==> src/rtl/wc_pkg.sv <==
package wc_pkg;
    localparam int WORD_W  = 16;
    localparam int REG_CNT = 8;
    localparam int RIDX_W  = $clog2(REG_CNT);
    localparam logic [WORD_W-1:0] ALIGN_MASK = ~WORD_W'(1);

    localparam logic [3:0] OP_BR   = 4'b0000;
    localparam logic [3:0] OP_ADD  = 4'b0001;
    localparam logic [3:0] OP_LDW  = 4'b0110;
    localparam logic [3:0] OP_LEA  = 4'b1110;
    localparam logic [3:0] OP_TRAP = 4'b1111;

    typedef enum logic [2:0] {
        ST_IDLE,
        ST_FETCH,
        ST_DECODE,
        ST_MEMRD,
        ST_MEMWB,
        ST_HALT
    } state_e;

    // {N, Z, P} from a written value
    function automatic logic [2:0] nzp_of(input logic [WORD_W-1:0] v);
        logic zero;
        zero = (v == '0);
        return {v[WORD_W-1], zero, ~v[WORD_W-1] & ~zero};
    endfunction
endpackage

==> src/rtl/wc_regfile.sv <==
module wc_regfile #(
    parameter int W = wc_pkg::WORD_W,
    parameter int N = wc_pkg::REG_CNT,
    localparam int AW = $clog2(N)
) (
    input  logic           clk,
    input  logic           rst_n,
    input  logic           we,
    input  logic [AW-1:0]  waddr,
    input  logic [W-1:0]   wdata,
    input  logic [AW-1:0]  raddr_a,
    input  logic [AW-1:0]  raddr_b,
    output logic [W-1:0]   rdata_a,
    output logic [W-1:0]   rdata_b,
    output logic [N*W-1:0] dump
);
    logic [W-1:0] regs_q [N];

    generate
        for (genvar i = 0; i < N; i++) begin : g_reg
            always_ff @(posedge clk) begin
                if (!rst_n)
                    regs_q[i] <= '0;
                else if (we && waddr == AW'(i))
                    regs_q[i] <= wdata;
            end
            assign dump[i*W +: W] = regs_q[i];
        end
    endgenerate

    assign rdata_a = regs_q[raddr_a];
    assign rdata_b = regs_q[raddr_b];
endmodule

==> src/rtl/wc_exec.sv <==
module wc_exec #(
    parameter int W = wc_pkg::WORD_W
) (
    input  logic [15:0]  ir,
    input  logic [W-1:0] pc,
    input  logic [W-1:0] opa,
    input  logic [W-1:0] opb,
    output logic [W-1:0] add_res,
    output logic [W-1:0] seq_pc,
    output logic [W-1:0] rel_tgt,
    output logic [W-1:0] ldw_ea,
    output logic [W-1:0] trap_ea,
    output logic         add_ok
);
    logic [W-1:0] imm5_sx;
    logic [W-1:0] off6_x2;
    logic [W-1:0] off9_x2;

    always_comb begin
        imm5_sx = {{(W-5){ir[4]}}, ir[4:0]};
        off6_x2 = {{(W-7){ir[5]}}, ir[5:0], 1'b0};
        off9_x2 = {{(W-10){ir[8]}}, ir[8:0], 1'b0};
        seq_pc  = pc + W'(2);
        add_res = opa + (ir[5] ? imm5_sx : opb);
        rel_tgt = seq_pc + off9_x2;
        ldw_ea  = opa + off6_x2;
        trap_ea = {{(W-9){1'b0}}, ir[7:0], 1'b0};
        add_ok  = ir[5] | (ir[4:3] == 2'b00);
    end
endmodule

==> src/rtl/wc_ctrl.sv <==
module wc_ctrl
    import wc_pkg::*;
#(
    parameter int               CNT_W    = 32,
    parameter logic [WORD_W-1:0] RESET_PC = 16'h3000
) (
    input  logic              clk,
    input  logic              rst_n,
    input  logic              go,
    input  logic [WORD_W-1:0] mem_rdata,
    output logic              mem_rd,
    output logic [WORD_W-1:0] mem_addr,
    output logic [15:0]       ir_cur,
    input  logic [WORD_W-1:0] add_res,
    input  logic [WORD_W-1:0] seq_pc,
    input  logic [WORD_W-1:0] rel_tgt,
    input  logic [WORD_W-1:0] ldw_ea,
    input  logic [WORD_W-1:0] trap_ea,
    input  logic              add_ok,
    output logic              rf_we,
    output logic [RIDX_W-1:0] rf_waddr,
    output logic [WORD_W-1:0] rf_wdata,
    output logic [WORD_W-1:0] pc,
    output logic [2:0]        nzp,
    output logic [CNT_W-1:0]  retired,
    output logic              idle,
    output logic              halted
);
    state_e            state_q, state_d;
    logic [WORD_W-1:0] pc_q, pc_d;
    logic [WORD_W-1:0] ea_q, ea_d;
    logic [15:0]       ir_q;
    logic [2:0]        nzp_q;
    logic [CNT_W-1:0]  cnt_q;
    logic              retire;
    logic              flag_upd;
    logic [3:0]        op;

    assign ir_cur = (state_q == ST_DECODE) ? mem_rdata : ir_q;
    assign op     = ir_cur[15:12];

    // State register
    always_ff @(posedge clk) begin
        if (!rst_n) state_q <= ST_IDLE;
        else        state_q <= state_d;
    end

    // Architectural registers
    always_ff @(posedge clk) begin
        if (!rst_n) begin
            pc_q  <= RESET_PC;
            ea_q  <= '0;
            ir_q  <= '0;
            nzp_q <= 3'b010;
            cnt_q <= '0;
        end else begin
            pc_q <= pc_d;
            ea_q <= ea_d;
            if (state_q == ST_DECODE) ir_q <= mem_rdata;
            if (flag_upd) nzp_q <= nzp_of(rf_wdata);
            if (retire)   cnt_q <= cnt_q + CNT_W'(1);
        end
    end

    // Next state and next PC / effective address
    always_comb begin
        state_d = state_q;
        pc_d    = pc_q;
        ea_d    = ea_q;
        unique case (state_q)
            ST_IDLE:  if (go) state_d = ST_FETCH;
            ST_FETCH: state_d = ST_DECODE;
            ST_DECODE: begin
                state_d = ST_IDLE;
                case (op)
                    OP_ADD: begin
                        if (add_ok) pc_d = seq_pc;
                        else        state_d = ST_HALT;
                    end
                    OP_LEA: pc_d = seq_pc;
                    OP_BR:  pc_d = ((ir_cur[11:9] & nzp_q) != 3'b000) ? rel_tgt : seq_pc;
                    OP_LDW: begin
                        ea_d    = ldw_ea;
                        state_d = ST_MEMRD;
                    end
                    OP_TRAP: begin
                        ea_d    = trap_ea;
                        state_d = ST_MEMRD;
                    end
                    default: state_d = ST_HALT;
                endcase
            end
            ST_MEMRD: state_d = ST_MEMWB;
            ST_MEMWB: begin
                state_d = ST_IDLE;
                pc_d    = (op == OP_LDW) ? seq_pc : mem_rdata;
            end
            ST_HALT: state_d = ST_HALT;
            default: state_d = ST_HALT;
        endcase
    end

    // Outputs: memory port, register write, flag update, retire
    always_comb begin
        mem_rd   = 1'b0;
        mem_addr = pc_q & ALIGN_MASK;
        rf_we    = 1'b0;
        rf_waddr = ir_cur[11:9];
        rf_wdata = add_res;
        flag_upd = 1'b0;
        retire   = 1'b0;
        unique case (state_q)
            ST_IDLE: ;
            ST_FETCH: mem_rd = 1'b1;
            ST_DECODE: begin
                case (op)
                    OP_ADD: begin
                        rf_we    = add_ok;
                        flag_upd = add_ok;
                        retire   = add_ok;
                    end
                    OP_LEA: begin
                        rf_we    = 1'b1;
                        rf_wdata = rel_tgt;
                        flag_upd = 1'b1;
                        retire   = 1'b1;
                    end
                    OP_BR: retire = 1'b1;
                    OP_TRAP: begin
                        rf_we    = 1'b1;
                        rf_waddr = RIDX_W'(7);
                        rf_wdata = seq_pc;
                    end
                    default: ;
                endcase
            end
            ST_MEMRD: begin
                mem_rd   = 1'b1;
                mem_addr = ea_q & ALIGN_MASK;
            end
            ST_MEMWB: begin
                retire = 1'b1;
                if (op == OP_LDW) begin
                    rf_we    = 1'b1;
                    rf_wdata = mem_rdata;
                    flag_upd = 1'b1;
                end
            end
            ST_HALT: ;
            default: ;
        endcase
    end

    assign pc      = pc_q;
    assign nzp     = nzp_q;
    assign retired = cnt_q;
    assign idle    = (state_q == ST_IDLE);
    assign halted  = (state_q == ST_HALT);

    assert_mem_aligned_R9: assert property (@(posedge clk) disable iff (!rst_n)
        mem_rd |-> (mem_addr[0] == 1'b0));

    assert_flags_onehot_R7: assert property (@(posedge clk) disable iff (!rst_n)
        $countones(nzp_q) == 1);

    assert_halt_sticky_R11: assert property (@(posedge clk) disable iff (!rst_n)
        halted |=> (halted && $stable(pc_q) && $stable(cnt_q) && $stable(nzp_q)));

    assert_idle_hold_R10: assert property (@(posedge clk) disable iff (!rst_n)
        (idle && !go) |=> (idle && $stable(pc_q) && $stable(cnt_q) && !$past(mem_rd)));

    assert_retire_step_R8: assert property (@(posedge clk) disable iff (!rst_n)
        (cnt_q != $past(cnt_q)) |-> (cnt_q == $past(cnt_q) + CNT_W'(1)));
endmodule

==> src/rtl/wc_core.sv <==
module wc_core
    import wc_pkg::*;
#(
    parameter int               CNT_W    = 32,
    parameter logic [WORD_W-1:0] RESET_PC = 16'h3000
) (
    input  logic                      clk,
    input  logic                      rst_n,
    input  logic                      go,
    output logic                      mem_rd,
    output logic [WORD_W-1:0]         mem_addr,
    input  logic [WORD_W-1:0]         mem_rdata,
    output logic                      idle,
    output logic                      halted,
    output logic [WORD_W-1:0]         dbg_pc,
    output logic [2:0]                dbg_nzp,
    output logic [CNT_W-1:0]          dbg_retired,
    output logic [REG_CNT*WORD_W-1:0] dbg_regs
);
    logic [15:0]       ir_cur;
    logic [WORD_W-1:0] opa, opb;
    logic [WORD_W-1:0] add_res, seq_pc, rel_tgt, ldw_ea, trap_ea;
    logic              add_ok;
    logic              rf_we;
    logic [RIDX_W-1:0] rf_waddr;
    logic [WORD_W-1:0] rf_wdata;

    wc_regfile #(.W(WORD_W), .N(REG_CNT)) u_rf (
        .clk     (clk),
        .rst_n   (rst_n),
        .we      (rf_we),
        .waddr   (rf_waddr),
        .wdata   (rf_wdata),
        .raddr_a (ir_cur[8:6]),
        .raddr_b (ir_cur[2:0]),
        .rdata_a (opa),
        .rdata_b (opb),
        .dump    (dbg_regs)
    );

    wc_exec #(.W(WORD_W)) u_exec (
        .ir      (ir_cur),
        .pc      (dbg_pc),
        .opa     (opa),
        .opb     (opb),
        .add_res (add_res),
        .seq_pc  (seq_pc),
        .rel_tgt (rel_tgt),
        .ldw_ea  (ldw_ea),
        .trap_ea (trap_ea),
        .add_ok  (add_ok)
    );

    wc_ctrl #(.CNT_W(CNT_W), .RESET_PC(RESET_PC)) u_ctrl (
        .clk       (clk),
        .rst_n     (rst_n),
        .go        (go),
        .mem_rdata (mem_rdata),
        .mem_rd    (mem_rd),
        .mem_addr  (mem_addr),
        .ir_cur    (ir_cur),
        .add_res   (add_res),
        .seq_pc    (seq_pc),
        .rel_tgt   (rel_tgt),
        .ldw_ea    (ldw_ea),
        .trap_ea   (trap_ea),
        .add_ok    (add_ok),
        .rf_we     (rf_we),
        .rf_waddr  (rf_waddr),
        .rf_wdata  (rf_wdata),
        .pc        (dbg_pc),
        .nzp       (dbg_nzp),
        .retired   (dbg_retired),
        .idle      (idle),
        .halted    (halted)
    );

    // the link register holds the return address one cycle after the trap decode
    assert_trap_link_R6: assert property (@(posedge clk) disable iff (!rst_n)
        (rf_we && rf_waddr == RIDX_W'(7) && ir_cur[15:12] == OP_TRAP)
        |=> (dbg_regs[7*WORD_W +: WORD_W] == $past(dbg_pc) + WORD_W'(2)));
endmodule

==> config.mk <==
export PLATFORM = sky130hd
export DESIGN_NAME = wc_core
export DESIGN_NICKNAME = d
export VERILOG_FILES = /design/src/rtl/wc_pkg.sv /design/src/rtl/wc_regfile.sv /design/src/rtl/wc_exec.sv /design/src/rtl/wc_ctrl.sv /design/src/rtl/wc_core.sv
export SDC_FILE = /design/constraint.sdc
export NUM_CORES = 1
export LEC_CHECK = 0
export CAP_MARGIN = 20
export CORE_MARGIN = 2
export CORE_UTILIZATION = 51
export CTS_BUF_LIST = sky130_fd_sc_hd__clkbuf_2 sky130_fd_sc_hd__clkbuf_4 sky130_fd_sc_hd__clkbuf_8
export CTS_CLUSTER_SIZE = 16
export DETAILED_ROUTE_END_ITERATION = 10
export GPL_TIMING_DRIVEN = 1
export PLACE_DENSITY = 0.78
export SYNTH_ARGS = -nofsm -noshare
export SYNTH_HDL_FRONTEND = slang
export SYNTH_SLANG_ARGS = --single-unit
==> constraint.sdc <==
create_clock -name clk -period 5.6 [get_ports clk]
set_clock_uncertainty 0.2 [all_clocks]
set_input_delay 1.12 -clock clk [delete_from_list [all_inputs] [get_ports clk]]
set_output_delay 1.12 -clock clk [all_outputs]
set_load 0.05 [all_outputs]
Word level (Yosys, flattened, before mapping). Memory sizes are Yosys's and may differ from the RTL's. Index checks and enable logic that the tools add are counted.

Bits in writable memories: 128. Logic and storage cells: 125. Bits in registers: 86. Input port bits: 19. Memories kept: 1.

Memories: u_rf.regs_q (depth 8, width 16, rd ports 10, clocked after memory_dff 0, write ports 8, RTL line wc_regfile.sv:17) `logic [W-1:0] regs_q [N];`.

Eq/ne operators: 19. $add $sub $neg: 5. Mux-type cells: 59. Reduce and logical (&&, ||, !) cells: 22. Bitwise operators: 13.

Operators by type and width (number): 16-bit two-way mux (15); 16-bit one-hot mux with 2 select lines (4); 16-bit adder (3); 16-bit one-hot mux with 3 select lines (1); 32-bit by 1-bit adder with 32-bit output, second input constant (1); 1-bit two-way mux (27); 3-bit equality test, second input constant (6); 16-bit by 2-bit adder with 16-bit output, second input constant (1); 16-bit zero test (1); 3-bit one-hot mux with 5 select lines (1); 3-bit by 2-bit equality test with 1-bit output, second input constant (4); 3-bit two-way mux (4); 1-bit one-hot mux with 2 select lines (6); 1-bit OR (9); 3-bit one-hot mux with 3 select lines (1); 4-bit equality test, second input constant (2); 1-bit logical AND (8); 2-bit OR reduction (4); 3-bit by 1-bit equality test with 1-bit output, second input constant (2); 3-bit zero test (2); 4-bit by 1-bit equality test with 1-bit output, second input constant (1); 4-bit by 3-bit equality test with 1-bit output, second input constant (1); 4-bit zero test (1); 4-bit inequality test, second input constant (1); other kinds (10) (12).

Depth between registers and ports, before layout. Gate-level depths: netlist (run 1).

Depth after elaboration: 11. Mapped depth: 22. Mapped depth without buffers: 19.

Hierarchy. A second synthesis (run 1) with hierarchy kept.

Cell total of the unflattened synthesis: 1365. Area, all modules: 14421.3 µm².

By module, submodules not included: wc_regfile (cells an instance 431, area an instance 6880.3 µm², times used 1); wc_ctrl (cells an instance 593, area an instance 5083.6 µm², times used 1); wc_exec (cells an instance 341, area an instance 2457.4 µm², times used 1).

Worst setup path before layout (run 1). Ideal clock, no wire load.

Path type: input -> register. From: input mem_rdata[1]. To: register u_ctrl.nzp_q[1] (netlist: u_ctrl.nzp[1]). Stages on the path: 19. Path buffers: 3. Slack: -0.192 ns. Data required time: 5.307 ns. Setup time: 0.093 ns. Arrival: 5.499 ns. Cells stage by stage: and4bb_2 -> a21o_1 -> buf_2 -> buf_1 -> clkbuf_1 -> mux4_2 -> o22ai_1 -> nor2_1 -> ha_1 -> o21a_1 -> a2111oi_0 -> or4b_1 -> a21oi_1 -> o21ai_0 -> nor3_2 -> nand3_1 -> or3_1 -> or2_0 -> o311ai_2.

Word-level cells in the longest chain between the ends: 7.

RTL lines: start, declared (RTL line wc_core.sv:12) `input logic [WORD_W-1:0] mem_rdata,`; 16-bit two-way mux (*) (RTL line wc_ctrl.sv:39) `assign ir_cur = (state_q == ST_DECODE) ? mem_rdata : ir_q;`; named net ir_cur[1] (RTL line wc_core.sv:20) `logic [15:0] ir_cur;`; memory 8 x 16 bit; 16-bit two-way mux (RTL line wc_exec.sv:24) `add_res = opa + (ir[5] ? imm5_sx : opb);`; 16-bit adder (RTL line wc_exec.sv:24); 16-bit one-hot mux with 2 select lines or 16-bit two-way mux (tied branches) (RTL line wc_ctrl.sv:116, wc_ctrl.sv:143); 16-bit one-hot mux with 2 select lines (*) (RTL line wc_ctrl.sv:112) `unique case (state_q)`; 16-bit zero test (*) (RTL line wc_pkg.sv:25) `zero = (v == '0);`; end signal, assigned (RTL line wc_ctrl.sv:60) `if (flag_upd) nzp_q <= nzp_of(rf_wdata);`; end, declared (RTL line wc_ctrl.sv:33) `logic [2:0] nzp_q;`.

Mark *: on every way through the listed nets, which the timed path passes. The rest lies on a longest branch. A chain may end at the register's enable or synchronous reset.

==> flow_metrics.env, run 1 <==
export IMPL_drv_cap=0
export IMPL_clk_path_buf_depth=3
export IMPL_cts_sink_count=213
export IMPL_setup_violations=0
export IMPL_synth_area_um2=13360
export IMPL_cts_tree="done"
export IMPL_grt_total_usage=0.3307
export IMPL_whs_path_depth=2
export IMPL_worstHoldStart="u_ctrl.ea_q[2]$_SDFFE_PN0P_"
export IMPL_r2r_end="u_rf.regs_q[0][14]$_SDFFCE_PN0P_"
export IMPL_relSlewSlack=0.2524
export IMPL_syn_nets=1431
export IMPL_ys_ff_latch=213
export IMPL_io_buffer_count=215
export IMPL_drc=0
export IMPL_min_period_over_period=0.9669
export IMPL_setup_tns_ns=0
export IMPL_postCtsHoldBufs=0
export IMPL_clockRootBuffer="clkbuf_8"
export IMPL_vdd_drop_max_mv=0.3002
export IMPL_cp_required_ns=5.65
export IMPL_routed_via_density=6.222
export IMPL_die_y_um=165.8
export IMPL_syn2layout_area_growth_pct=32.80
export IMPL_placed_cells=1992
export IMPL_drt_iter0_markers=1814
export IMPL_max_freq_mhz=184.7
export IMPL_antenna_found_initial=0
export IMPL_first_global_vias=12436
export IMPL_holdPathEnd="u_ctrl.ea_q[2]$_SDFFE_PN0P_"
export IMPL_critPathMostFrequentCell="o21ai_0"
export IMPL_r2r_slack_ns=0.19
export IMPL_cp_max_fo=8
export IMPL_critPathCaptureType="flip-flop"
export IMPL_gp_congestion=0.9911
export IMPL_hold_viol=0
export IMPL_status="completed"
export IMPL_num_vias=12817
export IMPL_async_reset_ff_frac=0
export IMPL_syn_instance_count=1363
export IMPL_numCtsBuffers=38
export IMPL_ys_types=79
export IMPL_cp_start_kind="flip-flop"
export IMPL_synth_ff_type="edfxtp_1"
export IMPL_leakage_nw=7.023
export IMPL_initial_core_util=0.5154
export IMPL_worst_endpoint_arrival_ns=5.47
export IMPL_crit_chain="or3b_1 -> mux2i_2 -> inv_2 -> buf_12 -> mux4_2 -> o22ai_1 -> nor2_1 -> ha_1 -> o21ai_0 -> o21ai_0 -> a31oi_1 -> buf_4 -> a211oi_1 -> o21ai_0 -> buf_4 -> and3_1 -> o21ai_0 -> and3_2 -> buf_12 -> nor2_1"
export IMPL_critPathKind="reg -> reg"
export IMPL_finalMaxSlewViolations=0
export IMPL_p_per_area_nw_per_um2=304.6
export IMPL_core_um2=25910
export IMPL_cpMaxStageDelayCell="or3b_1"
export IMPL_syn_avg_cell_area_um2=9.798
export IMPL_synth_edf_count=128
export IMPL_ys_warn_count=0
export IMPL_final_instance_count_excl_fill=2060
export IMPL_fp_dieW_um=165.8
export IMPL_layout_nets=1767
export IMPL_grt_pass1_wl_um=71690
export IMPL_hold_path_class="reg -> reg"
export IMPL_die_area_um2=27500
export IMPL_grt_max_degree=73
export IMPL_drive_gt1_frac=0.1907
export IMPL_tightest_slew_ns=1.118
export IMPL_postRouteWirelength_um=47070
export IMPL_finalCriticalPeriod_ns=5.414
export IMPL_rows=59
export IMPL_r2r_cells=20
export IMPL_ant_nets=0
export IMPL_antenna_cells=0
export IMPL_dr_pass1_iters=5
export IMPL_clk_latency_ns=0.56
export IMPL_fillCellCount=1963
export IMPL_synth_seq_area_share=0.4152
export IMPL_wl_per_cell_um=22.85
export IMPL_hpwl_um=35650
export IMPL_crit_reg2reg_launch="u_ctrl.state_q[1]$_SDFFE_PN0P_"
export IMPL_cts_htree_levels=2
export IMPL_clkSlewWorstSetupHoldPaths_ns=0.06
export IMPL_rsz0062_at_grt="false"
export IMPL_num_io_pins=217
export IMPL_cpPeakStageDelay_ns=0.56
export IMPL_grt_ovfl_total=0
## flip-flops by register name, indices dropped and copies added (netlist names)
name / count
u_ctrl.ir_q: 16
u_ctrl.state_q: 3
u_ctrl.nzp: 3
u_ctrl.retired: 32
u_rf.regs_q: 128
u_ctrl.ea_q: 15
u_ctrl.pc: 16
## area by class of cell
| class | instances | area (um2) | area share |
|---|---|---|---|
| clock buffer | 48 | 610.6 | 0.03443 |
| tap | 335 | 419.2 | 0.02363 |
| inverter | 30 | 117.6 | 0.006631 |
| timing repair buffer | 374 | 3468 | 0.1956 |
| sequential | 213 | 5545 | 0.3127 |
| multi-input combinational | 1042 | 7387 | 0.4165 |
| clock inverter | 18 | 187.7 | 0.01058 |
## layer usage
| metal | vias to the layer above | routed length (um) | global-route usage |
|---|---|---|---|
| li1 | 5687 | - | - |
| met1 | 6022 | 17990 | 0.4611 |
| met2 | 982 | 21200 | 0.5093 |
| met3 | 126 | 6222 | 0.07293 |
| met4 | 0 | 1660 | 0.1229 |
| met5 | - | 0 | 0 |
## stage by stage
| stage | utilization | total power, mW | worst slack [ns] | hold WS [ns] | area, um2 |
|---|---|---|---|---|---|
| 3_5_place_dp | 0.6508 | 3.784 | -0.4937 | 0.2463 | 16860 |
| 5_1_grt | 0.6845 | 5.604 | 0.03811 | 0.2850 | 17740 |
| 2_1_floorplan | - | 2.954 | 0.009959 | 0.2294 | 13360 |
| 3_3_place_gp | 0.6508 | 3.744 | -0.3692 | 0.2380 | 16860 |
| 6_report | 0.6845 | 5.401 | 0.1855 | 0.2570 | 17740 |
| 4_1_cts | 0.6816 | 5.354 | 0.03342 | 0.2524 | 17660 |
## cell usage after synthesis, types with 25 or more instances
| master | number | area [um2] |
|---|---|---|
| nor2_1 | 259 | 972.2 |
| a21oi_1 | 71 | 355.3 |
| dfxtp_1 | 85 | 1702 |
| nor3_1 | 25 | 125.1 |
| nand2_1 | 130 | 488.0 |
| o21ai_0 | 58 | 290.3 |
| edfxtp_1 | 128 | 3844 |
| xnor2_1 | 37 | 324.1 |
| ha_1 | 46 | 575.6 |
| nand3_1 | 37 | 185.2 |
| inv_1 | 27 | 101.4 |
| xor2_1 | 38 | 332.8 |
| mux4_2 | 62 | 1396 |
| clkbuf_1 | 52 | 195.2 |
## where the power goes
group | leakage [nW] | internal [mW] | total, mW | switching (mW)
combinational | 4.60 | 0.840 | 2.05 | 1.21
clock | 0.414 | 0.901 | 1.58 | 0.679
sequential | 2.01 | 1.71 | 1.77 | 0.0591
total | 7.02 | 3.45 | 5.40 | 1.95
## worst max-delay path, delay by kind of cell, from the launching register on
kind / cells / cell delay [ns]
and+or+nand+nor: 5 / 1.11
muxes: 2 / 0.78
DFF: 1 / 0.44
buffers and inverters: 5 / 0.88
AOI/OAI and AO/OA: 7 / 1.40
adders and majority gates: 1 / 0.30
## cell usage in the layout, fill, tap and decap left out, types with 9 or more instances in the layout
| cell type | count |
|---|---|
| inv_1 | 25 |
| dfxtp_1 | 85 |
| a21oi_1 | 70 |
| a31oi_1 | 9 |
| clkdlybuf4s50_1 | 214 |
| clkbuf_8 | 40 |
| xnor2_1 | 37 |
| and3_1 | 21 |
| a21o_1 | 11 |
| nand4_1 | 10 |
| o21ai_1 | 9 |
| o22ai_1 | 14 |
| nor3_1 | 24 |
| buf_4 | 148 |
| nand2_1 | 130 |
| nor2_1 | 259 |
| mux4_2 | 62 |
| a211oi_1 | 16 |
| and2_1 | 10 |
| nand3_1 | 37 |
| o21a_1 | 9 |
| edfxtp_1 | 128 |
| xor2_1 | 38 |
| ha_1 | 46 |
| buf_12 | 9 |
| nor2b_1 | 10 |
| or3_1 | 15 |
| mux2_2 | 18 |
| o21ai_0 | 50 |
| mux2i_1 | 17 |
## logic make-up (layout without fill, tap and decap cells)
| kind of cell | after synthesis | in the layout | synth area share |
|---|---|---|---|
| AO/OA/AOI/OAI | 266 | 266 | 0.1340 |
| XOR/XNOR | 75 | 75 | 0.04918 |
| adder cells (fa/ha/maj) | 49 | 49 | 0.04759 |
| buffers and inverters | 108 | 470 | 0.03429 |
| flip-flops | 213 | 213 | 0.4152 |
| multiplexers | 99 | 99 | 0.1343 |
| other | 1 | 1 | 0.0002808 |
| AND/OR/NAND/NOR | 552 | 552 | 0.1852 |
## timing repair
action                                 CTS  global route
setup endpoints to repair                0            20
resized for setup                        0            13
endpoints found under the hold margin    0             0
setup buffers                            0             2
## how the worst max path moves through the flow
stage | cells after the start | from | endpoint
after floorplan | 18 | mem_rdata[7] | u_ctrl.nzp[1]$_SDFFE_PN1P_
after global placement | 18 | mem_rdata[6] | u_ctrl.nzp[0]$_SDFFE_PN0P_
after detailed placement | 19 | mem_rdata[6] | u_ctrl.nzp[0]$_SDFFE_PN0P_
after CTS | 19 | mem_rdata[6] | u_ctrl.nzp[0]$_SDFFE_PN0P_
after global routing | 19 | mem_rdata[1] | u_ctrl.nzp[1]$_SDFFE_PN1P_
final | 20 | u_ctrl.state_q[1]$_SDFFE_PN0P_ | u_rf.regs_q[0][14]$_SDFFCE_PN0P_
(Power assumes the default switching activity.)
==> run 2, diff against run 1 <==
- CORE_MARGIN: 2 -> default
==> flow_metrics.env, run 2 (synthesized netlist as in run 1, its figures left out) <==
export IMPL_status="completed"
export IMPL_drv_cap=0
export IMPL_worstHoldStart="u_ctrl.ea_q[2]$_SDFFE_PN0P_"
export IMPL_grt_pass1_wl_um=70680
export IMPL_drc=0
export IMPL_hold_path_class="reg -> reg"
export IMPL_finalMaxSlewViolations=0
export IMPL_worst_path_stages=19
export IMPL_die_area_um2=26840
export IMPL_cpMaxStageDelayCell="a2111oi_0"
export IMPL_mostFrequentLayoutCells="nor2_1 (259), clkdlybuf4s50_1 (214), buf_4 (159)"
export IMPL_antenna_cells=0
export IMPL_crit_chain="clkdlybuf4s50_1 -> and4bb_2 -> a21o_4 -> buf_6 -> inv_1 -> buf_4 -> fa_1 -> nor2b_1 -> o31ai_1 -> a2111oi_0 -> buf_4 -> o31ai_1 -> xnor2_1 -> or3_1 -> a21oi_1 -> a221oi_2 -> buf_4 -> buf_12 -> nor2_1"
export IMPL_cp_top_family="buffers and inverters"
export IMPL_leakage_nw=7.071
export IMPL_layout_nets=1774
export IMPL_wl_per_cell_um=23.01
export IMPL_grt_max_degree=73
export IMPL_postRouteWirelength_um=47550
export IMPL_route_met2_wl_um=21240
export IMPL_critPathBufInv=7
export IMPL_first_global_vias=12027
export IMPL_relSlewSlack=0.2349
export IMPL_post_place_ws_ns=-0.5440
export IMPL_r2r_cells=19
export IMPL_num_io_pins=217
export IMPL_whs_path_depth=2
export IMPL_critPathMostFrequentCell="buf_4"
export IMPL_clkSlewWorstSetupHoldPaths_ns=0.06
export IMPL_critPathKind="in -> reg"
export IMPL_hold_viol=0
export IMPL_worst_endpoint_arrival_ns=5.78
export IMPL_initial_core_util=0.5258
export IMPL_critPathCaptureType="flip-flop"
export IMPL_fp_dieW_um=163.8
export IMPL_p_per_area_nw_per_um2=305.7
export IMPL_vdd_drop_max_mv=0.3340
export IMPL_cts_htree_levels=2
export IMPL_holdPathEnd="u_ctrl.ea_q[2]$_SDFFE_PN0P_"
export IMPL_crit_start="mem_rdata[1]"
export IMPL_cts_tree="done"
export IMPL_core_um2=25400
export IMPL_regMostFlops="u_rf.regs_q"
export IMPL_setup_violations=0
export IMPL_grt_total_usage=0.3522
export IMPL_num_vias=12833
export IMPL_holdWs_ns=0.2602
export IMPL_postCtsHoldBufs=0
export IMPL_finalCriticalPeriod_ns=5.598
export IMPL_wl_met3_um=5927
export IMPL_cpPeakStageDelay_ns=0.69
export IMPL_cts_sink_count=213
export IMPL_clockRootBuffer="clkbuf_8"
export IMPL_io_buffer_count=215
export IMPL_wl_met1_um=18510
export IMPL_dr_pass1_iters=6
export IMPL_antenna_found_initial=0
export IMPL_largest_register_ffs=128
export IMPL_top_layer_used="met4"
export IMPL_clk_latency_ns=0.57
export IMPL_cp_required_ns=5.78
export IMPL_clk_path_buf_depth=3
export IMPL_setup_ws_ns=0.001608
export IMPL_r2r_end="u_rf.regs_q[0][15]$_SDFFCE_PN0P_"
export IMPL_tightest_slew_ns=1.144
export IMPL_r2r_slack_ns=0.26
export IMPL_cp_max_fo=21
export IMPL_fin_util=0.6977
export IMPL_max_freq_mhz=178.6
export IMPL_crit_reg2reg_launch="u_ctrl.state_q[1]$_SDFFE_PN0P_"
export IMPL_die_y_um=163.8
export IMPL_gp_congestion=1.043
export IMPL_drt_iter0_markers=1678
export IMPL_syn2layout_area_growth_pct=32.70
export IMPL_drive_gt1_frac=0.1957
export IMPL_routed_via_density=6.209
export IMPL_grt_ovfl_total=0
export IMPL_ant_nets=0
export IMPL_cp_start_kind="input pin"
export IMPL_rows=58
export IMPL_mostFrequentLayoutCell="nor2_1"
export IMPL_setup_tns_ns=0
export IMPL_min_period_over_period=0.9997
export IMPL_numCtsBuffers=39
export IMPL_hpwl_um=36150
run 2: worst max-delay path by stage:
stage	to	slack (ns)
6_report	u_rf.regs_q[0][15]$_SDFFCE_PN0P_	0.002
2_1_floorplan	u_ctrl.nzp[1]$_SDFFE_PN1P_	0.01
3_3_place_gp	u_rf.regs_q[0][15]$_SDFFCE_PN0P_	-0.45
4_1_cts	u_ctrl.nzp[0]$_SDFFE_PN0P_	0.02
5_1_grt	u_rf.regs_q[2][14]$_SDFFCE_PN0P_	-0.02
3_5_place_dp	u_ctrl.nzp[0]$_SDFFE_PN0P_	-0.54
run 2: layout make-up:
class	count	area, um2
Fill cell	1939	7677
Multi-Input combinational cell	1042	7383
Sequential cell	213	5545
Timing Repair Buffer	380	3460
Clock buffer	57	690.7
Tap cell	330	412.9
Clock inverter	15	117.6
Inverter	30	112.6
run 2: what timing repair did:
item | in CTS | in global routing
hold endpoints to repair | 0 | 0
buffers inserted | 0 | 1
setup endpoints to repair | 0 | 27
gates resized for setup | 0 | 11
run 2: stage by stage:
step / instance area (um2) / std cells / total power [mW]
after floorplan: 13360 / 1363 / 2.954
after global placement: 16870 / 1994 / 3.801
after detailed placement: 16870 / 1994 / 3.831
after CTS: 17680 / 2066 / 5.379
after global routing: 17720 / 2067 / 5.616
final: 17720 / 2067 / 5.418
run 2: routing by layer:
| layer | global-route usage | vias to the layer above |
|---|---|---|
| li1 | - | 5707 |
| met1 | 0.4874 | 6055 |
| met2 | 0.5341 | 928 |
| met3 | 0.07222 | 143 |
| met4 | 0.1549 | 0 |
| met5 | 0 | - |
run 2: worst reg2reg max path, cell delays in order, from the launching register on:
cell       delay (ns)
dfxtp_1          0.43
or3b_4           0.51
mux2i_2          0.22
inv_2            0.23
buf_4            0.21
ha_1             0.19
inv_1            0.06
fa_1             0.41
nor2b_1          0.24
o31ai_1          0.14
a2111oi_0        0.69
buf_4            0.23
o31ai_1          0.10
xnor2_1          0.18
or3_1            0.36
a21oi_1          0.27
a221oi_2         0.07
buf_4            0.20
buf_12           0.14
nor2_1           0.09
run 2: where the power goes:
group | switching [mW] | internal (mW)
clock network | 0.702 | 0.853
registers | 0.0579 | 1.71
logic | 1.24 | 0.858
total | 2.00 | 3.42
==> run 3, diff against run 2 <==
- CAP_MARGIN: 20 -> default
==> results of run 3 <==
Final layout, timing and power as in run 2 (identical DEF).
